$ cat config.mk
export PLATFORM = sky130hd
export DESIGN_NAME = scrub_crc_monitor
export DESIGN_NICKNAME = d
export VERILOG_FILES = /design/src/rtl/scrub_pkg.sv /design/src/rtl/scrub_clk_div.sv /design/src/rtl/scrub_fault_inj.sv /design/src/rtl/scrub_seq.sv /design/src/rtl/scrub_crc_monitor.sv
export SDC_FILE = /design/constraint.sdc
export NUM_CORES = 1
export LEC_CHECK = 0
export ABC_AREA = 1
export BUFFER_PORTS_ARGS = -buffer_cell sky130_fd_sc_hd__buf_2
export CORE_MARGIN = 5
export CORE_UTILIZATION = 29
export CTS_CLUSTER_DIAMETER = 120
export DETAILED_ROUTE_END_ITERATION = 7
export GPL_TIMING_DRIVEN = 0
export PLACE_DENSITY = 0.54
export SETUP_SLACK_MARGIN = 0.1
export SYNTH_ARGS = -nofsm -noshare
export SYNTH_HDL_FRONTEND = slang
export SYNTH_SLANG_ARGS = --single-unit
$ cat constraint.sdc
create_clock -name clk -period 3.5 [get_ports clk]
set_input_delay 0.35 -clock clk [delete_from_list [all_inputs] [get_ports clk]]
set_output_delay 0.35 -clock clk [all_outputs]
set_load 0.02 [all_outputs]
$ cat src/rtl/scrub_pkg.sv
package scrub_pkg;

    localparam int WORD_W      = 32;
    localparam logic [WORD_W-1:0] CRC_POLY = 32'h04C1_1DB7;
    localparam logic [WORD_W-1:0] CRC_SEED = 32'hFFFF_FFFF;
    localparam int INJ_W       = 21;
    localparam int INJ_ADDR_W  = 16;
    localparam int BIT_IDX_W   = 5;
    localparam int DIV_SEL_W   = 4;
    localparam int MIN_EXP     = 1;
    localparam int MAX_EXP     = 8;
    localparam int LOW_TICKS   = 31;

    typedef enum logic [1:0] {
        ST_IDLE,
        ST_SCAN,
        ST_LOWP,
        ST_SEARCH
    } scrub_state_e;

    typedef struct packed {
        logic [INJ_ADDR_W-1:0] addr;
        logic [BIT_IDX_W-1:0]  bit_idx;
    } inj_field_t;

    // One word folded into the running CRC, most significant bit first.
    function automatic logic [WORD_W-1:0] crc_fold(input logic [WORD_W-1:0] c,
                                                   input logic [WORD_W-1:0] d);
        logic [WORD_W-1:0] r;
        logic fb;
        r = c;
        for (int i = WORD_W - 1; i >= 0; i--) begin
            fb = r[WORD_W-1] ^ d[i];
            r  = {r[WORD_W-2:0], 1'b0};
            if (fb) r = r ^ CRC_POLY;
        end
        return r;
    endfunction

    function automatic logic [DIV_SEL_W-1:0] clamp_exp(input logic [DIV_SEL_W-1:0] s);
        if (s < DIV_SEL_W'(MIN_EXP)) return DIV_SEL_W'(MIN_EXP);
        if (s > DIV_SEL_W'(MAX_EXP)) return DIV_SEL_W'(MAX_EXP);
        return s;
    endfunction

endpackage

$ cat src/rtl/scrub_clk_div.sv
module scrub_clk_div
    import scrub_pkg::*;
(
    input  logic                 clk,
    input  logic                 rst,
    input  logic [DIV_SEL_W-1:0] div_sel,
    output logic                 tick
);

    localparam int CNT_W = MAX_EXP;

    logic [DIV_SEL_W-1:0] exp_q;
    logic [CNT_W-1:0]     cnt_q;
    logic [CNT_W-1:0]     lim;

    assign lim  = CNT_W'((32'd1 << exp_q) - 32'd1);
    assign tick = (cnt_q == lim);

    always_ff @(posedge clk) begin
        if (rst) begin
            exp_q <= clamp_exp(div_sel);
            cnt_q <= '0;
        end else if (tick) begin
            cnt_q <= '0;
        end else begin
            cnt_q <= cnt_q + 1'b1;
        end
    end

    // the divisor is at least two, so ticks are never adjacent
    p_tick_gap_r5: assert property (@(posedge clk) disable iff (rst)
        tick |=> !tick);

endmodule

$ cat src/rtl/scrub_fault_inj.sv
module scrub_fault_inj
    import scrub_pkg::*;
(
    input  logic             clk,
    input  logic             rst,
    input  logic             tst_wr,
    input  logic [INJ_W-1:0] tst_wdata,
    input  logic             tst_upd,
    input  logic             pass_start,
    output logic             act_en,
    output inj_field_t       act_fld
);

    inj_field_t shadow_q;
    inj_field_t work_q;
    logic       armed_q;

    always_ff @(posedge clk) begin
        if (rst) begin
            shadow_q <= '0;
            work_q   <= '0;
            armed_q  <= 1'b0;
            act_en   <= 1'b0;
            act_fld  <= '0;
        end else begin
            if (tst_wr) shadow_q <= inj_field_t'(tst_wdata);
            if (tst_upd) begin
                work_q  <= shadow_q;
                armed_q <= 1'b1;
            end else if (pass_start) begin
                armed_q <= 1'b0;
            end
            if (pass_start) begin
                act_en  <= armed_q;
                act_fld <= work_q;
            end
        end
    end

    // an update strobe moves the shadow contents to the working register
    p_upd_copy_r6: assert property (@(posedge clk) disable iff (rst)
        tst_upd |=> (work_q == $past(shadow_q)));

    // a pass start without a fresh strobe leaves nothing armed
    p_one_shot_r6: assert property (@(posedge clk) disable iff (rst)
        (pass_start && !tst_upd) |=> !armed_q);

endmodule

$ cat src/rtl/scrub_seq.sv
module scrub_seq
    import scrub_pkg::*;
#(
    parameter int ADDR_W = 4
) (
    input  logic              clk,
    input  logic              rst,
    input  logic              tick,
    input  logic              init_done,
    input  logic [WORD_W-1:0] ref_crc,
    input  logic [WORD_W-1:0] mem_rdata,
    input  logic              mem_par,
    input  logic              inj_en,
    input  inj_field_t        inj_fld,
    output logic [ADDR_W-1:0] mem_addr,
    output logic              pass_start,
    output logic              err_o,
    output logic              msg_valid,
    output logic [ADDR_W-1:0] msg_addr
);

    localparam logic [ADDR_W-1:0] LAST_ADDR = {ADDR_W{1'b1}};
    localparam int LOW_W = $clog2(LOW_TICKS + 1);

    scrub_state_e      state_q;
    logic [ADDR_W-1:0] addr_q;
    logic [WORD_W-1:0] crc_q;
    logic [WORD_W-1:0] ref_q;
    logic              mism_q;
    logic [LOW_W-1:0]  low_q;

    logic [WORD_W-1:0] flip_mask;
    logic [WORD_W-1:0] word;
    logic [WORD_W-1:0] crc_nxt;
    logic              par_bad;
    logic              addr_last;
    logic              low_done;
    logic              search_done;

    assign mem_addr    = addr_q;
    assign flip_mask   = (inj_en && (INJ_ADDR_W'(addr_q) == inj_fld.addr))
                       ? (WORD_W'(1) << inj_fld.bit_idx) : '0;
    assign word        = mem_rdata ^ flip_mask;
    assign crc_nxt     = crc_fold(crc_q, word);
    assign par_bad     = (^word) != mem_par;
    assign addr_last   = (addr_q == LAST_ADDR);
    assign low_done    = (low_q == LOW_W'(LOW_TICKS - 1));
    assign search_done = par_bad || addr_last;

    always_comb begin
        pass_start = 1'b0;
        if (tick) begin
            unique case (state_q)
                ST_IDLE:   pass_start = init_done;
                ST_LOWP:   pass_start = low_done && !mism_q;
                ST_SEARCH: pass_start = search_done;
                default:   pass_start = 1'b0;
            endcase
        end
    end

    always_ff @(posedge clk) begin
        if (rst) begin
            state_q   <= ST_IDLE;
            addr_q    <= '0;
            crc_q     <= CRC_SEED;
            ref_q     <= '0;
            mism_q    <= 1'b0;
            low_q     <= '0;
            err_o     <= 1'b0;
            msg_valid <= 1'b0;
            msg_addr  <= '0;
        end else begin
            if (state_q == ST_IDLE) ref_q <= ref_crc;
            if (tick) begin
                unique case (state_q)
                    ST_IDLE: begin
                        if (init_done) begin
                            state_q <= ST_SCAN;
                            addr_q  <= '0;
                            crc_q   <= CRC_SEED;
                        end
                    end
                    ST_SCAN: begin
                        crc_q <= crc_nxt;
                        if (addr_last) begin
                            mism_q  <= (crc_nxt != ref_q);
                            state_q <= ST_LOWP;
                            low_q   <= '0;
                            err_o   <= 1'b0;
                            addr_q  <= '0;
                        end else begin
                            addr_q <= addr_q + 1'b1;
                        end
                    end
                    ST_LOWP: begin
                        if (low_done) begin
                            addr_q  <= '0;
                            crc_q   <= CRC_SEED;
                            state_q <= mism_q ? ST_SEARCH : ST_SCAN;
                        end else begin
                            low_q <= low_q + 1'b1;
                        end
                    end
                    ST_SEARCH: begin
                        if (search_done) begin
                            err_o     <= 1'b1;
                            msg_valid <= par_bad;
                            msg_addr  <= par_bad ? addr_q : '0;
                            state_q   <= ST_SCAN;
                            addr_q    <= '0;
                            crc_q     <= CRC_SEED;
                        end else begin
                            addr_q <= addr_q + 1'b1;
                        end
                    end
                    default: state_q <= ST_IDLE;
                endcase
            end
        end
    end

    // Checker-side count of ticks spent with the error output low.
    logic [5:0] chk_low_q;
    always_ff @(posedge clk) begin
        if (rst || err_o)                    chk_low_q <= '0;
        else if (tick && chk_low_q != 6'h3F) chk_low_q <= chk_low_q + 1'b1;
    end

    // the output never rises before a low stretch of the minimum length
    p_min_low_r3: assert property (@(posedge clk) disable iff (rst)
        $rose(err_o) |-> (chk_low_q >= 6'(LOW_TICKS)));

    // a rising error output only ever follows a location search
    p_rise_after_search_r4: assert property (@(posedge clk) disable iff (rst)
        $rose(err_o) |-> ($past(state_q) == ST_SEARCH));

    // a located error is reported together with the error output
    p_msg_with_err_r7: assert property (@(posedge clk) disable iff (rst)
        $rose(msg_valid) |-> err_o);

    // nothing moves before checking has begun
    p_idle_quiet_r1: assert property (@(posedge clk) disable iff (rst)
        (state_q == ST_IDLE) |-> (!err_o && addr_q == '0));

endmodule

$ cat src/rtl/scrub_crc_monitor.sv
module scrub_crc_monitor
    import scrub_pkg::*;
#(
    parameter int ADDR_W = 4
) (
    input  logic                 clk,
    input  logic                 rst,
    input  logic                 init_done,
    input  logic [DIV_SEL_W-1:0] div_sel,
    input  logic [WORD_W-1:0]    ref_crc,
    output logic [ADDR_W-1:0]    mem_addr,
    input  logic [WORD_W-1:0]    mem_rdata,
    input  logic                 mem_par,
    input  logic                 tst_wr,
    input  logic [INJ_W-1:0]     tst_wdata,
    input  logic                 tst_upd,
    output logic                 err_o,
    output logic                 msg_valid,
    output logic [ADDR_W-1:0]    msg_addr
);

    logic       tick;
    logic       pass_start;
    logic       inj_en;
    inj_field_t inj_fld;

    scrub_clk_div u_div (
        .clk     (clk),
        .rst     (rst),
        .div_sel (div_sel),
        .tick    (tick)
    );

    scrub_fault_inj u_inj (
        .clk        (clk),
        .rst        (rst),
        .tst_wr     (tst_wr),
        .tst_wdata  (tst_wdata),
        .tst_upd    (tst_upd),
        .pass_start (pass_start),
        .act_en     (inj_en),
        .act_fld    (inj_fld)
    );

    scrub_seq #(.ADDR_W(ADDR_W)) u_seq (
        .clk        (clk),
        .rst        (rst),
        .tick       (tick),
        .init_done  (init_done),
        .ref_crc    (ref_crc),
        .mem_rdata  (mem_rdata),
        .mem_par    (mem_par),
        .inj_en     (inj_en),
        .inj_fld    (inj_fld),
        .mem_addr   (mem_addr),
        .pass_start (pass_start),
        .err_o      (err_o),
        .msg_valid  (msg_valid),
        .msg_addr   (msg_addr)
    );

endmodule

==> flow_summary.json <==
{
  "status": "complete, but fails checks",
  "violations": "setup timing",
  "critPathMaxFanout": 7,
  "worst_slack_ns": -1.084,
  "drc": 0,
  "clock_path_buffers": 2,
  "grt_pass1_wl_mm": 81.31,
  "period_needed_ns": 4.584,
  "synth_seq_area_share_pct": 23.49,
  "drive_above_1_share_pct": 34.85,
  "diodes": 0,
  "clk_pin_slew_ns": 0.06,
  "async_flop_share_pct": 0,
  "crit_type": "reg2reg",
  "leakage_nw": 9.597,
  "yosys_most_used_dff": "dfxtp_1",
  "area_growth_pct": 41.83,
  "p_total_mw": 11.49,
  "cp.arrival_ns": 4.91,
  "wirelength_mm": 55.56,
  "fill_cells": 4928,
  "grtUsageTotal_pct": 20.37,
  "port_buffers": 104,
  "cts-buffers-inserted": 17,
  "dp.cells": 3023,
  "required_ns": 3.83,
  "cts_htree_levels": 4,
  "cpPeakStageDelay_ns": 0.31,
  "gp_congestion": 0.9416,
  "crit_path_end_kind": "register",
  "yosysWarnings": 0,
  "via_per_inst": 4.905,
  "setup_viol": 68,
  "p_per_area_mw_per_mm2": 590.3,
  "dieArea_sq_mm": 0.05177,
  "dp_hpwl_mm": 42.66,
  "slew_headroom_pct": 45.67,
  "worstMarginPinSlew_ns": 0.8088,
  "hold_buffers": 0,
  "crit_family": "simple AND/OR/NAND/NOR gates",
  "synth-edff-count": 4,
  "final_cell_mix": "623 x nand2_1, 220 x nand3_1, 198 x inv_1, 191 x nand2_2, 189 x nor2_1",
  "ant_nets": 0,
  "synth-seq-cells": 159,
  "final_common_cell": "nand2_1",
  "cp-start-kind": "register",
  "vdd.ir_drop.worst_uv": 323.7,
  "clk_root_buffer_cell": "clkbuf_16",
  "grt-ovfl-total": 0,
  "synth.avg_cell_area_sq_um": 5.935,
  "syn_nets": 2417,
  "nets": 2726,
  "cp_num_buf_inv": 7,
  "core_sq_mm": 0.04665,
  "ios": 105,
  "num_rows": 79,
  "skew_ns": 0.01801,
  "fmax_ghz": 0.2182,
  "cp_slowest_cell": "dfxtp_1",
  "clkLatencyLatePin_ns": 0.44,
  "cts_tree": "done",
  "routedWlPerCell_um": 17.14,
  "min_path_type": "in2reg",
  "clock_sinks": 159,
  "rsz0062_at_grt": "yes",
  "synth.distinct_cells": 46,
  "die_h_um": 227.5,
  "syn_area_sq_mm": 0.01372,
  "via_count": 15900,
  "grt_antenna_before_repair": 0,
  "period_share_pct": 131.0,
  "start_util_pct": 29.41,
  "cp_common_cell": "nand2_4",
  "grt_pass1_vias": 14650,
  "fin_cells": 3241,
  "drt_first_pass_iters": 6,
  "grt_max_degree": 17,
  "die_w_um": 227.5,
  "cap_viol_max_count": 0,
  "synthCells": 2312,
  "slew_viol_final": 0,
  "hold_violations": 0,
  "drt_iter0_drc": 1444
}
==> report_power, final <==
group	internal, mW	total, mW	leakage, nW	switching (mW)
clock network	1.14	1.92	0.299	0.775
registers	1.87	1.92	1.32	0.0494
logic	2.83	7.65	7.98	4.81
total	5.85	11.5	9.60	5.64
==> per-stage QoR <==
step | worst slack, ns | setup TNS (ns) | instance area, sq um | util, % | hold WS, ns
floorplan | -0.1982 | -3.495 | 13840 | - | 0.4187
global placement | -1.607 | -85.58 | 15120 | 32.40 | 0.4466
detailed placement | -1.632 | -88.39 | 15120 | 32.40 | 0.4557
CTS | -0.9582 | -46.90 | 18080 | 38.76 | 0.1273
global route | -1.373 | -64.10 | 19460 | 41.72 | 0.1405
finish | -1.084 | -44.58 | 19460 | 41.72 | 0.1386
==> layout make-up <==
cell class / count / area [sq um] / area share [%]
Buffer: 54 / 402.9 / 2.070
Clock buffer: 23 / 489.2 / 2.514
Clock inverter: 9 / 117.6 / 0.6043
Inverter: 237 / 928.4 / 4.770
Multi-Input combinational cell: 1863 / 11330 / 58.21
Sequential cell: 159 / 3251 / 16.70
Tap cell: 607 / 759.5 / 3.902
Timing Repair Buffer: 289 / 2185 / 11.22
==> per-layer routing <==
layer,track usage (%),share of wire (%),vias to the layer above
met4,5.864,3.0,0
li1,-,-,7977
met1,28.15,45,7371
met3,3.211,7.0,73
met5,0,0,-
met2,33.01,45,476
==> synthesized netlist by cell type (5+ instances only) <==
| cell | n | area share [%] |
|---|---|---|
| nand2_1 | 783 | 21 |
| o21ai_0 | 124 | 4.5 |
| nand3b_1 | 28 | 1.5 |
| xnor2_1 | 36 | 2.3 |
| inv_1 | 207 | 5.7 |
| dfxtp_1 | 155 | 23 |
| nand3_2 | 25 | 1.8 |
| inv_2 | 29 | 0.79 |
| nor2_1 | 222 | 6.1 |
| clkbuf_1 | 35 | 0.96 |
| nand3_1 | 281 | 10 |
| nand2_2 | 92 | 4.2 |
| xor2_1 | 75 | 4.8 |
| buf_6 | 5 | 0.41 |
| o211ai_1 | 9 | 0.49 |
| ha_1 | 10 | 0.91 |
| nor3_1 | 9 | 0.33 |
| nand4_1 | 18 | 0.82 |
| buf_2 | 8 | 0.29 |
| nor2_2 | 5 | 0.23 |
| a21oi_1 | 70 | 2.6 |
| nand2_4 | 38 | 3.1 |
==> cell families (layout without fill, tap and decap cells) <==
logic type	after synthesis	in the layout	share of synthesized area, %
adder cells (fa/ha/maj)	10	10	0.9118
buffers and inverters	291	612	8.580
AND/OR/NAND/NOR	1528	1529	51.82
XOR/XNOR	111	111	7.085
flip-flops	159	159	23.49
AO/OA/AOI/OAI	213	213	8.115
==> worst paths after layout <==
path	endpoint	start	slack, ns	cells past startpoint
max	u_seq.mism_q	u_inj.act_fld[20]	-1.08	37
max reg2reg	u_seq.mism_q	u_inj.act_fld[20]	-1.08	37
min reg2reg	u_seq.msg_addr[1]	u_seq.msg_addr[1]	0.46	2
min	u_inj.shadow_q[13]	tst_wdata[13]	0.14	3
==> sequential cells by signal, summed over array words and instances (netlist names) <==
signal / count
u_div.cnt_q: 8
u_div.exp_q: 4
u_inj.act_en: 1
u_inj.act_fld: 21
u_inj.armed_q: 1
u_inj.shadow_q: 21
u_inj.work_q: 21
u_seq.crc_q: 32
u_seq.err_o: 1
u_seq.low_q: 5
u_seq.mem_addr: 4
u_seq.mism_q: 1
u_seq.msg_addr: 4
u_seq.msg_valid: 1
u_seq.ref_q: 32
u_seq.state_q: 2
==> worst register-to-register path: cells and delay by family (launching register included) <==
family / cells / cell delay, ns
buffers and inverters: 7 / 0.86
and+or+nand+nor: 27 / 2.74
DFF: 1 / 0.31
xor gates and xnor gates: 3 / 0.54
==> repair_timing <==
| item | 4_1_cts | 5_1_grt |
|---|---|---|
| setup endpoints to repair | 69 | 70 |
| gates cloned | 3 | 10 |
| resized for setup | 323 | 261 |
| pin swaps | 132 | 104 |
| setup buffers | 130 | 44 |
No activity file was read; power rests on OpenSTA's default activity.
